File: src/rtl/rx4b5b_pkg.sv
package rx4b5b_pkg;

  localparam int SYM_W = 5;
  localparam int NIB_W = 4;

  typedef enum logic [2:0] {
    SC_DATA,
    SC_SSD1,
    SC_SSD2,
    SC_ESD1,
    SC_ESD2,
    SC_IDLE,
    SC_BAD
  } sym_class_e;

  typedef enum logic [1:0] {
    FS_OUT,
    FS_SSD,
    FS_IN,
    FS_ESD
  } frame_st_e;

  function automatic sym_class_e classify(input logic [SYM_W-1:0] s);
    case (s)
      5'b11000: classify = SC_SSD1;
      5'b10001: classify = SC_SSD2;
      5'b01101: classify = SC_ESD1;
      5'b00111: classify = SC_ESD2;
      5'b11111: classify = SC_IDLE;
      5'b11110, 5'b01001, 5'b10100, 5'b10101,
      5'b01010, 5'b01011, 5'b01110, 5'b01111,
      5'b10010, 5'b10011, 5'b10110, 5'b10111,
      5'b11010, 5'b11011, 5'b11100, 5'b11101: classify = SC_DATA;
      default: classify = SC_BAD;
    endcase
  endfunction

  function automatic logic [NIB_W-1:0] data_nibble(input logic [SYM_W-1:0] s);
    case (s)
      5'b11110: data_nibble = 4'h0;
      5'b01001: data_nibble = 4'h1;
      5'b10100: data_nibble = 4'h2;
      5'b10101: data_nibble = 4'h3;
      5'b01010: data_nibble = 4'h4;
      5'b01011: data_nibble = 4'h5;
      5'b01110: data_nibble = 4'h6;
      5'b01111: data_nibble = 4'h7;
      5'b10010: data_nibble = 4'h8;
      5'b10011: data_nibble = 4'h9;
      5'b10110: data_nibble = 4'hA;
      5'b10111: data_nibble = 4'hB;
      5'b11010: data_nibble = 4'hC;
      5'b11011: data_nibble = 4'hD;
      5'b11100: data_nibble = 4'hE;
      5'b11101: data_nibble = 4'hF;
      default:  data_nibble = 4'h0;
    endcase
  endfunction

  function automatic logic [NIB_W-1:0] err_nibble(input logic sel6);
    err_nibble = sel6 ? 4'h6 : 4'h5;
  endfunction

endpackage

File: src/rtl/rx4b5b_classify.sv
module rx4b5b_classify
  import rx4b5b_pkg::*;
(
  input  logic [SYM_W-1:0] sym_i,
  output sym_class_e       cls_o,
  output logic [NIB_W-1:0] dnib_o
);

  always_comb begin
    cls_o  = classify(sym_i);
    dnib_o = data_nibble(sym_i);
  end

endmodule

File: src/rtl/rx4b5b_frame_ctl.sv
module rx4b5b_frame_ctl
  import rx4b5b_pkg::*;
(
  input  logic             clk,
  input  logic             rst_n,
  input  logic             stb_i,
  input  sym_class_e       cls_i,
  input  logic [NIB_W-1:0] dnib_i,
  input  logic             err6_sel_i,
  output logic [NIB_W-1:0] nib_o,
  output logic             dv_o,
  output logic             er_o,
  output logic             crs_o
);

  frame_st_e        st_q, st_n;
  logic [NIB_W-1:0] nib_n;
  logic             dv_n, er_n, crs_n;
  logic [NIB_W-1:0] enib;

  // named events for the assertions
  logic ev_open, ev_close, ev_early_end, ev_false_start;

  assign enib = err_nibble(err6_sel_i);

  always_comb begin
    st_n  = st_q;
    nib_n = '0;
    dv_n  = 1'b0;
    er_n  = 1'b0;
    crs_n = 1'b0;
    case (st_q)
      FS_OUT: begin
        if (cls_i == SC_SSD1) begin
          st_n  = FS_SSD;
          crs_n = 1'b1;
          nib_n = 4'h5;
        end
      end
      FS_SSD: begin
        if (cls_i == SC_SSD2) begin
          st_n  = FS_IN;
          crs_n = 1'b1;
          nib_n = 4'h5;
        end else begin
          st_n  = FS_OUT;
          er_n  = 1'b1;
          nib_n = enib;
        end
      end
      FS_IN: begin
        case (cls_i)
          SC_DATA: begin
            dv_n  = 1'b1;
            crs_n = 1'b1;
            nib_n = dnib_i;
          end
          SC_ESD1: begin
            st_n  = FS_ESD;
            crs_n = 1'b1;
          end
          SC_IDLE: begin
            st_n  = FS_OUT;
            er_n  = 1'b1;
            nib_n = enib;
          end
          default: begin
            dv_n  = 1'b1;
            er_n  = 1'b1;
            crs_n = 1'b1;
            nib_n = enib;
          end
        endcase
      end
      FS_ESD: begin
        if (cls_i == SC_ESD2) begin
          st_n = FS_OUT;
        end else if (cls_i == SC_IDLE) begin
          st_n  = FS_OUT;
          er_n  = 1'b1;
          nib_n = enib;
        end else begin
          st_n  = FS_IN;
          dv_n  = 1'b1;
          er_n  = 1'b1;
          crs_n = 1'b1;
          nib_n = enib;
        end
      end
      default: st_n = FS_OUT;
    endcase
  end

  assign ev_open        = stb_i && (st_q == FS_SSD) && (cls_i == SC_SSD2);
  assign ev_close       = stb_i && (st_q == FS_ESD) && (cls_i == SC_ESD2);
  assign ev_early_end   = stb_i && (st_q == FS_IN || st_q == FS_ESD) && (cls_i == SC_IDLE);
  assign ev_false_start = stb_i && (st_q == FS_SSD) && (cls_i != SC_SSD2);

  always_ff @(posedge clk) begin
    if (!rst_n) begin
      st_q  <= FS_OUT;
      nib_o <= '0;
      dv_o  <= 1'b0;
      er_o  <= 1'b0;
      crs_o <= 1'b0;
    end else if (stb_i) begin
      st_q  <= st_n;
      nib_o <= nib_n;
      dv_o  <= dv_n;
      er_o  <= er_n;
      crs_o <= crs_n;
    end
  end

  // nothing moves without a strobe
  p_hold_r2: assert property (@(posedge clk) disable iff (!rst_n)
    !stb_i |=> $stable({nib_o, dv_o, er_o, crs_o}));

  // valid data only ever appears with carrier sense
  p_dv_crs_r3: assert property (@(posedge clk) disable iff (!rst_n)
    dv_o |-> crs_o);

  // an error always carries one of the two error nibbles
  p_er_nib_r6: assert property (@(posedge clk) disable iff (!rst_n)
    er_o |-> (nib_o == 4'h5 || nib_o == 4'h6));

  // carrier sense rises only on a first start delimiter
  p_crs_rise_r4: assert property (@(posedge clk) disable iff (!rst_n)
    $rose(crs_o) |-> $past(stb_i && cls_i == SC_SSD1));

  // a clean close leaves no flag raised
  p_close_r8: assert property (@(posedge clk) disable iff (!rst_n)
    ev_close |=> (!crs_o && !dv_o && !er_o));

  // an early end drops carrier with an error
  p_early_r9: assert property (@(posedge clk) disable iff (!rst_n)
    ev_early_end |=> (!crs_o && er_o && !dv_o));

  // a broken start reports an error outside the frame
  p_false_r10: assert property (@(posedge clk) disable iff (!rst_n)
    ev_false_start |=> (!crs_o && er_o));

  // the second start delimiter keeps carrier, no data yet
  p_open_r4: assert property (@(posedge clk) disable iff (!rst_n)
    ev_open |=> (crs_o && !dv_o && nib_o == 4'h5));

endmodule

File: src/rtl/rx4b5b_deframer.sv
module rx4b5b_deframer
  import rx4b5b_pkg::*;
(
  input  logic             clk,
  input  logic             rst_n,
  input  logic [SYM_W-1:0] sym_i,
  input  logic             sym_stb_i,
  input  logic             err6_sel_i,
  output logic [NIB_W-1:0] nib_o,
  output logic             dv_o,
  output logic             er_o,
  output logic             crs_o
);

  sym_class_e       cls;
  logic [NIB_W-1:0] dnib;

  rx4b5b_classify u_cls (
    .sym_i  (sym_i),
    .cls_o  (cls),
    .dnib_o (dnib)
  );

  rx4b5b_frame_ctl u_ctl (
    .clk        (clk),
    .rst_n      (rst_n),
    .stb_i      (sym_stb_i),
    .cls_i      (cls),
    .dnib_i     (dnib),
    .err6_sel_i (err6_sel_i),
    .nib_o      (nib_o),
    .dv_o       (dv_o),
    .er_o       (er_o),
    .crs_o      (crs_o)
  );

endmodule

File: config.mk
export PLATFORM = sky130hd
export DESIGN_NAME = rx4b5b_deframer
export DESIGN_NICKNAME = d
export VERILOG_FILES = /design/src/rtl/rx4b5b_pkg.sv /design/src/rtl/rx4b5b_classify.sv /design/src/rtl/rx4b5b_frame_ctl.sv /design/src/rtl/rx4b5b_deframer.sv
export SDC_FILE = /design/constraint.sdc
export NUM_CORES = 1
export LEC_CHECK = 0
export ABC_AREA = 0
export BUFFER_PORTS_ARGS = -buffer_cell sky130_fd_sc_hd__buf_2
export CAP_MARGIN = 0
export CORE_MARGIN = 1.5
export CORE_UTILIZATION = 50
export DETAILED_ROUTE_END_ITERATION = 12
export HOLD_SLACK_MARGIN = 0.06
export PLACE_DENSITY = 0.73
export RECOVER_POWER = 100
export SLEW_MARGIN = 10
export SYNTH_ARGS = -nofsm -noshare
export SYNTH_HDL_FRONTEND = slang
export SYNTH_SLANG_ARGS = --single-unit
File: constraint.sdc
create_clock -name clk -period 2 [get_ports clk]
set_input_delay 0.1 -clock clk [delete_from_list [all_inputs] [get_ports clk]]
set_output_delay 0.1 -clock clk [all_outputs]
set_load 0.005 [all_outputs]
==> impl_metrics.yaml, run 1 <==
status:
  status: "completed"
yosys:
  synth_compound_area_frac: 0.377
  synth_area_um2: 810
  synth_top_family_by_area: "compound AO/OA/AOI/OAI gates"
  ys_ff_latch: 9
  ys_seq_area_frac: 0.223
  muxShareOfSynthArea: 0.0386
  synthDistinctLibCells: 39
  synth-simple-area-share: 0.207
  synthTopCellsByArea: "dfxtp_1 (22%), o21ai_0 (4.9%), ha_1 (4.6%)"
  synth_edf_count: 0
  yosysWarnings: 0
  synth_xor_area_frac: 0
  synthTopCellsByCount: "nand2_1 (10), dfxtp_1 (9), inv_1 (8), o21ai_0 (8), nor2_1 (6)"
  synth_top_cell_area_share: 0.223
  syn-num-nets: 119
  synthAdderAreaFrac: 0.0464
  async_reset_ff_frac: 0
  yosys_most_used_dff: "dfxtp_1"
  synth_cells: 107
  yosysMostFrequentCell: "nand2_1"
  synth_area_per_cell_um2: 7.57
  yosysTopAreaCell: "dfxtp_1"
detailed_routing:
  met3WireLength_um: 95
  wl_per_cell_um: 13.8
  drtIter0Drc: 30
  postRouteAntennaNets: 0
  wl_um: 1830
  top_layer: "met3"
  wl_met1_um: 866
  vias: 837
  met2WireLength_um: 863
  viasPerCell: 6.34
  drc: 0
  drt_pass1_iterations: 4
timing:
  tightest_slew_ns: 0.468
  setup_viol: 0
  final_hold_viol_count: 0
  slew_headroom: 0.687
  fmax_ghz: 0.594
  period_needed_ns: 1.68
  timing.clock.skew_ns: 0.00149
  finalMaxSlewViolations: 0
  whs_ns: 0.168
  fin_setup_tns_ns: 0
  rsz0062_at_grt: "false"
  min_period_over_period: 0.841
layout:
  nets: 129
  drive_above_1_share: 0.198
  syn2layout_area_growth_pct: 6.96
  fill_cells: 137
  diodes: 0
floorplan:
  die_w_um: 43.2
  dieArea_um2: 1870
  row_count: 14
  placeableCoreArea_um2: 1510
  die_h_um: 43.2
  ios: 16
  initial_utilization: 0.537
setup_path:
  reg2reg_depth: 5
  crit_start: "sym_i[1]"
  crit_fanout: 10
  cp.arrival_ns: 1.83
  cp-end-kind: "flip-flop"
  start_kind: "input pin"
  critPathKind: "in2reg"
  rrSetupSlack_ns: 0.38
  required_ns: 2.15
  rr_startpoint: "u_ctl.st_q[0]$_SDFFE_PN0P_"
  r2r-end: "u_ctl.nib_o[1]$_SDFFE_PN0P_"
global_route:
  grt_max_degree: 20
  grt_pass1_vias: 677
  antenna_found_initial: 0
  grt_pass1_wl_um: 2930
  grtUsageTotal: 0.205
  gr-total-overflow: 0
power:
  ir_worst_vdd_mv: 0.383
  p_leak_nw: 0.367
  power.density_nw_per_um2: 481
clock_network:
  clkSlewWorstSetupHoldPaths_ns: 0.06
  htree_levels: 1
  clock_path_buffers: 2
  cts_resized: 0
  cts-buffers-inserted: 3
  postCtsHoldBufs: 0
  ctsRootBufferMaster: "clkbuf_4"
  clk_latency_ns: 0.26
  cts.sinks: 9
  cts_tree: "yes"
  postCtsSetupBuffers: 0
min_path:
  min_path_type: "in2reg"
  min-delay-start: "rst_n"
  hold_path_end: "u_ctl.st_q[0]$_SDFFE_PN0P_"
  worstHoldPathCells: 2
run:
  drv_cap: 0
place:
  hpwl_um: 1350
  gp_congestion: 0.873
  io_buffers: 15
[worst max-delay path, cell delays in order]
cell      delay (ns)
clkbuf_1        0.30
inv_1           0.16
ha_1            0.27
nand2b_1        0.20
nand2_1         0.09
o211ai_1        0.20
o211a_1         0.28
o221a_2         0.24
[how the worst max path moves through the flow]
stage | endpoint | depth (start not counted) | slack, ns
after floorplan | u_ctl.nib_o[2]$_SDFFE_PN0P_ | 8 | 0.51
after global placement | u_ctl.nib_o[2]$_SDFFE_PN0P_ | 8 | 0.32
after detailed placement | u_ctl.nib_o[2]$_SDFFE_PN0P_ | 8 | 0.27
after CTS | u_ctl.nib_o[1]$_SDFFE_PN0P_ | 5 | 0.41
after global routing | u_ctl.nib_o[2]$_SDFFE_PN0P_ | 8 | 0.21
final | u_ctl.nib_o[2]$_SDFFE_PN0P_ | 8 | 0.32
[layer usage]
metal  GRT usage  vias up
met2       0.340       22
li1            -      419
met3      0.0681        0
met1       0.265      396
met4      0.0182        0
met5           0        -
[where the power goes]
part           internal (W)  total (W)  switching [W]
Combinational     0.0000345  0.0000909      0.0000564
Sequential         0.000184   0.000188     0.00000346
Clock             0.0000767   0.000138      0.0000611
[final cells by class]
cell class	count	area (um2)	area share
timing repair buffer	15	71.3	0.0824
tap	16	20.0	0.0231
multi-input combinational	80	538	0.621
inverter	8	30.0	0.0347
clock buffer	4	26.3	0.0303
sequential	9	180	0.208
[kinds of logic after synthesis]
kind of cell | count (synthesis)
compound gates | 41
simple gates | 33
buf+inv | 18
flops | 9
mux | 3
fa+ha+maj | 3
[stage by stage]
step                total power (W)  worst slack, ns  instances  instance area [um2]   util
floorplan                  0.000258            0.510        107                  810      -
global placement           0.000280            0.317        128                  847  0.562
detailed placement         0.000281            0.271        128                  847  0.562
CTS                        0.000421            0.415        132                  873  0.580
global route               0.000445            0.215        132                  866  0.575
finish                     0.000416            0.318        132                  866  0.575
[flip-flops by register name, summed over array words and instances, names as in the netlist]
signal and count:
u_ctl.nib_o 4, u_ctl.st_q 2, u_ctl.crs_o 1, u_ctl.dv_o 1, u_ctl.er_o 1
[cell usage in the layout (no fill, tap or decap), drive strengths merged, types with 2 or more instances in the layout]
| master | count |
|---|---|
| o21a | 3 |
| inv | 8 |
| nor2 | 6 |
| or2 | 2 |
| o22ai | 2 |
| a31oi | 4 |
| o211a | 2 |
| a21oi | 3 |
| o21ai | 9 |
| o2111ai | 2 |
| nand3 | 5 |
| a41oi | 2 |
| ha | 3 |
| o221a | 3 |
| nand2 | 10 |
| dfxtp | 9 |
| clkbuf | 7 |
| o211ai | 4 |
| buf | 12 |
| mux2i | 2 |
| nor3 | 2 |
No activity file was read; power rests on OpenSTA's default activity.
==> run 2, diff against run 1 <==
clock period = 1.7 ns   (was 2 ns; I/O delays follow)
==> run 2 against run 1 <==
- cell area grew 1.7%
- register-to-register slack worse by 0.15 ns
- clock skew is 0.00076 ns higher
- first-iteration DRC count decreased by 3.3%
- critical path depth down 3
- die area did not move
- global-route usage is 3.2 points higher
- sequential power is 17% higher
- final cell count increased by 2.3%
- non-clock buffer count up 3
- flip-flop and latch count unchanged
- critical endpoint is now u_ctl.nib_o[1]$_SDFFE_PN0P_
- largest power group unchanged
==> impl_metrics.yaml, run 2 (synthesis gave the netlist of run 1 again) <==
setup_path:
  crit_chain: "inv_1 -> a41o_1 -> o21bai_1 -> o32a_1 -> o21ai_0"
  rr_startpoint: "u_ctl.st_q[0]$_SDFFE_PN0P_"
  r2r-end: "u_ctl.nib_o[1]$_SDFFE_PN0P_"
  cp.arrival_ns: 1.66
  cpPeakStageDelay_ns: 0.43
  rrSetupSlack_ns: 0.23
  start_kind: "flip-flop"
  crit_fanout: 7
  critPathBufInv: 1
  reg2reg_depth: 5
  required_ns: 1.89
  crit_start: "u_ctl.st_q[0]$_SDFFE_PN0P_"
  cp-end-kind: "flip-flop"
  critPathKind: "reg2reg"
  crit_slowest_cell: "dfxtp_1"
  critPathTopFamily: "compound AO/OA/AOI/OAI gates"
min_path:
  min_path_type: "in2reg"
  min-delay-start: "rst_n"
  worstHoldPathCells: 2
  hold_path_end: "u_ctl.st_q[0]$_SDFFE_PN0P_"
status:
  status: "completed"
layout:
  regMostFlops: "u_ctl.nib_o"
  fin_util: 0.585
  fill_cells: 158
  syn2layout_area_growth_pct: 8.81
  final_cells: 135
  largest_reg_flops: 4
  top_regs: "u_ctl.nib_o x4, u_ctl.st_q x2"
  nets: 132
  final_common_cell: "buf_2"
  diodes: 0
  layout_common_cells: "buf_2 (12), nand2_1 (10), o21ai_0 (9), dfxtp_1 (9), inv_1 (8)"
  drive_above_1_share: 0.202
  fin_area_um2: 881
detailed_routing:
  vias: 853
  viasPerCell: 6.32
  wl_per_cell_um: 14.2
  drt_pass1_iterations: 4
  drc: 0
  drtIter0Drc: 29
  postRouteAntennaNets: 0
  wl_um: 1910
place:
  hpwl_um: 1480
  dp_cells: 131
  io_buffers: 15
  postPlaceCellArea_um2: 870
  gp_congestion: 0.908
timing:
  fmax_ghz: 0.682
  final_hold_viol_count: 0
  rsz0062_at_grt: "false"
  slew_headroom: 0.758
  timing.clock.skew_ns: 0.00225
  tightest_slew_ns: 0.363
  fin_setup_tns_ns: 0
  period_needed_ns: 1.47
  setup_viol: 0
  finalMaxSlewViolations: 0
  min_period_over_period: 0.863
clock_network:
  postCtsSetupBuffers: 0
  clk_latency_ns: 0.26
  cts-buffers-inserted: 3
  cts.sinks: 9
  cts_tree: "yes"
  cts_resized: 0
  htree_levels: 1
  clkSlewWorstSetupHoldPaths_ns: 0.06
  postCtsHoldBufs: 0
  ctsRootBufferMaster: "clkbuf_4"
  clock_path_buffers: 2
power:
  p_leak_nw: 0.374
  power.density_nw_per_um2: 563
  ir_worst_vdd_mv: 0.615
floorplan:
  ios: 16
  placeableCoreArea_um2: 1510
  initial_utilization: 0.537
  die_h_um: 43.2
  row_count: 14
  die_w_um: 43.2
  dieArea_um2: 1870
global_route:
  antenna_found_initial: 0
  grt_max_degree: 20
  grtUsageTotal: 0.237
  grt_pass1_vias: 785
  gr-total-overflow: 0
  grt_pass1_wl_um: 3360
run:
  drv_cap: 0
==> run 2: final cells by class <==
| cell class | instances | area [um2] | share of cell area |
|---|---|---|---|
| Clock buffer | 4 | 26.3 | 0.0298 |
| Multi-Input combinational cell | 80 | 538 | 0.611 |
| Sequential cell | 9 | 180 | 0.205 |
| Tap cell | 16 | 20.0 | 0.0227 |
| Inverter | 8 | 30.0 | 0.0341 |
| Timing Repair Buffer | 18 | 86.3 | 0.0980 |
==> run 2: how the worst max path moves through the flow <==
stage / endpoint / slack, ns / cells after the start
6_report: u_ctl.nib_o[1]$_SDFFE_PN0P_ / 0.23 / 5
2_1_floorplan: u_ctl.nib_o[2]$_SDFFE_PN0P_ / 0.23 / 8
3_3_place_gp: u_ctl.nib_o[2]$_SDFFE_PN0P_ / 0.13 / 8
5_1_grt: u_ctl.nib_o[1]$_SDFFE_PN0P_ / 0.16 / 5
3_5_place_dp: u_ctl.nib_o[2]$_SDFFE_PN0P_ / 0.05 / 8
4_1_cts: u_ctl.nib_o[1]$_SDFFE_PN0P_ / 0.26 / 5
==> run 2: through the flow <==
step | setup slack [ns] | hold WS, ns | power [W]
floorplan | 0.225 | 0.311 | 0.000304
global placement | 0.134 | 0.419 | 0.000333
detailed placement | 0.0501 | 0.420 | 0.000336
CTS | 0.256 | 0.141 | 0.000505
global route | 0.163 | 0.132 | 0.000533
finish | 0.234 | 0.141 | 0.000496
==> run 2: where the power goes <==
| group | internal (W) | leakage [nW] | switching (W) |
|---|---|---|---|
| sequential | 0.000217 | 0.0732 | 0.00000315 |
| combinational | 0.0000418 | 0.286 | 0.0000678 |
| clock | 0.0000906 | 0.0150 | 0.0000762 |
| total | 0.000349 | 0.374 | 0.000147 |
==> run 2: per-layer routing <==
metal	GRT usage	routed length [um]
met5	0	0
met3	0.0766	123
met4	0.0667	27
met2	0.385	916
met1	0.297	845
==> run 3, diff against run 2 <==
PLACE_DENSITY = 0.84   (was 0.73)
SYNTH_HIERARCHICAL = 1   (was not set)
clock period = 1.8 ns   (was 1.7 ns; I/O delays follow)
==> run 3 against run 2 <==
- clock skew is 0.0014 ns higher
- cell area is 16% higher
- total power is 6.4% higher
- critical endpoint is now u_ctl/nib_o[2]$_SDFFE_PN0P_
- sequential power is 7% lower
- flip-flop and latch count stayed put
- clock power is 9.6% lower
- utilization is 1.6 points higher
- final cell count is 22% higher
- largest power group unchanged
==> impl_metrics.yaml, run 3 <==
clock_network:
  htree_levels: 1
  postCtsSetupBuffers: 0
  cts-buffers-inserted: 3
  clk_latency_ns: 0.25
  cts_tree: "yes"
  cts_resized: 0
  postCtsHoldBufs: 0
  clock_path_buffers: 2
  ctsRootBufferMaster: "clkbuf_4"
  cts.sinks: 9
  clkSlewWorstSetupHoldPaths_ns: 0.06
setup_path:
  required_ns: 1.93
  rrSetupSlack_ns: 0.50
  critPathBufInv: 2
  crit_slowest_cell: "or3b_1"
  crit_top_cell: "o21ai_0"
  cpPeakStageDelay_ns: 0.34
  critPathKind: "in2reg"
  cp.arrival_ns: 1.76
  cp-end-kind: "flip-flop"
  crit_chain: "buf_2 -> inv_1 -> ha_1 -> or3b_1 -> o311ai_1 -> a21oi_2 -> or2_1 -> o21ai_0 -> a22o_1 -> o21ai_0"
  start_kind: "input pin"
  r2r-end: "u_ctl/nib_o[0]$_SDFFE_PN0P_"
  reg2reg_depth: 4
  critPathTopFamily: "compound AO/OA/AOI/OAI gates"
  rr_startpoint: "u_ctl/st_q[1]$_SDFFE_PN0P_"
  crit_fanout: 8
yosys:
  syn-num-nets: 133
  yosysTopAreaCell: "dfxtp_1"
  yosysWarnings: 6
  synth_area_per_cell_um2: 7.43
  synthDistinctLibCells: 43
  ys_ff_latch: 9
  synthTopCellsByCount: "dfxtp_1 (9), nand2_1 (9), a21oi_1 (8)"
  async_reset_ff_frac: 0
  ys_seq_area_frac: 0.200
  yosys_most_used_dff: "dfxtp_1"
  synthTopCellsByArea: "dfxtp_1 (20%), nor2b_1 (4.9%), a21oi_1 (4.5%)"
  synth_area_um2: 900
  synth_top_cell_area_share: 0.200
  synth_cells: 121
  synth_edf_count: 0
timing:
  final_hold_viol_count: 0
  rsz0062_at_grt: "false"
  setup_viol: 0
  finalMaxSlewViolations: 0
  slew_headroom: 0.728
  min_period_over_period: 0.904
  whs_ns: 0.155
  tightest_slew_ns: 0.408
  timing.clock.skew_ns: 0.00366
  period_needed_ns: 1.63
  fmax_ghz: 0.614
layout:
  multi_input_area_um2: 614
  syn2layout_area_growth_pct: 14.0
  fill_cells: 149
  fin_util: 0.601
  diodes: 0
  top_regs: "u_ctl/nib_o x4, u_ctl/st_q x2"
  layout_common_cells: "buf_2 (11), nand2_1 (9), buf_4 (9), dfxtp_1 (9)"
  regArea_um2: 180
  nets: 153
  regMostFlops: "u_ctl/nib_o"
  fin_area_um2: 1030
  drive_above_1_share: 0.200
  largest_reg_flops: 4
  final_common_cell: "buf_2"
floorplan:
  ios: 16
  placeableCoreArea_um2: 1710
  die_w_um: 45.4
  dieArea_um2: 2060
  initial_utilization: 0.527
  die_h_um: 45.4
  row_count: 15
detailed_routing:
  drc: 0
  drt_pass1_iterations: 4
  drtIter0Drc: 30
  viasPerCell: 5.61
  vias: 925
  postRouteAntennaNets: 0
  wl_um: 2110
  wl_per_cell_um: 12.8
place:
  hpwl_um: 1530
  gp_congestion: 0.903
  postPlaceCellArea_um2: 1010
  io_buffers: 15
global_route:
  gr-total-overflow: 0
  grtUsageTotal: 0.240
  grt_pass1_wl_um: 3650
  grt_max_degree: 14
  grt_pass1_vias: 861
  antenna_found_initial: 0
status:
  status: "completed"
power:
  p_leak_nw: 0.416
  ir_worst_vdd_mv: 0.389
  power.density_nw_per_um2: 515
run:
  drv_cap: 0
min_path:
  min_path_type: "in2reg"
  worstHoldPathCells: 2
  hold_path_end: "u_ctl/nib_o[1]$_SDFFE_PN0P_"
  min-delay-start: "sym_stb_i"
## run 3: cell type report
| cell class | instances | share of cell area |
|---|---|---|
| repair buffers | 27 | 0.148 |
| well taps | 25 | 0.0305 |
| clock buffers | 4 | 0.0256 |
| multi-input cells | 94 | 0.599 |
| flip-flops and latches | 9 | 0.176 |
| inverters | 6 | 0.0220 |
## run 3: cells by family after synthesis
logic type	count (synthesis)	share of synthesized area
multiplexers	3	0.0348
flip-flops	9	0.200
adder cells (fa/ha/maj)	3	0.0417
AND/OR/NAND/NOR	44	0.268
XOR/XNOR	5	0.0487
buffers and inverters	18	0.117
AO/OA/AOI/OAI	39	0.289
## run 3: per-layer routing
layer,track usage,routed length (um)
met1,0.310,954
met4,0.0412,31
met5,0,0
met3,0.0714,125
met2,0.397,997
## run 3: power by group
part | switching [W] | total [W] | internal (W)
clock network | 0.0000662 | 0.000151 | 0.0000852
logic | 0.0000939 | 0.000171 | 0.0000772
registers | 0.00000263 | 0.000205 | 0.000203
## run 3: worst register-to-register path, stage by stage, from the launching register on
cell and delay (ns):
dfxtp_1 0.57, nor2b_1 0.28, o2bb2ai_1 0.10, a31oi_1 0.16
a21oi_1 0.08
## run 3: how the worst max path moves through the flow
stage / endpoint / slack (ns) / startpoint / depth (start not counted)
6_report: u_ctl/nib_o[2]$_SDFFE_PN0P_ / 0.17 / sym_i[1] / 10
5_1_grt: u_ctl/er_o$_SDFFE_PN0P_ / 0.04 / sym_i[1] / 10
4_1_cts: u_ctl/nib_o[1]$_SDFFE_PN0P_ / 0.19 / sym_i[1] / 10
3_5_place_dp: u_ctl/nib_o[2]$_SDFFE_PN0P_ / -0.07 / sym_i[1] / 10
3_3_place_gp: u_ctl/nib_o[1]$_SDFFE_PN0P_ / -0.006 / sym_i[1] / 10
2_1_floorplan: u_ctl/nib_o[2]$_SDFFE_PN0P_ / 0.0005 / sym_i[2] / 11
## run 3: per-stage QoR
step / setup TNS (ns) / total power [W] / cells / worst slack, ns
floorplan: 0 / 0.000333 / 121 / 0.000483
global placement: -0.00552 / 0.000375 / 161 / -0.00552
detailed placement: -0.208 / 0.000382 / 161 / -0.0697
CTS: 0 / 0.000533 / 165 / 0.193
global route: 0 / 0.000562 / 165 / 0.0380
finish: 0 / 0.000528 / 165 / 0.173
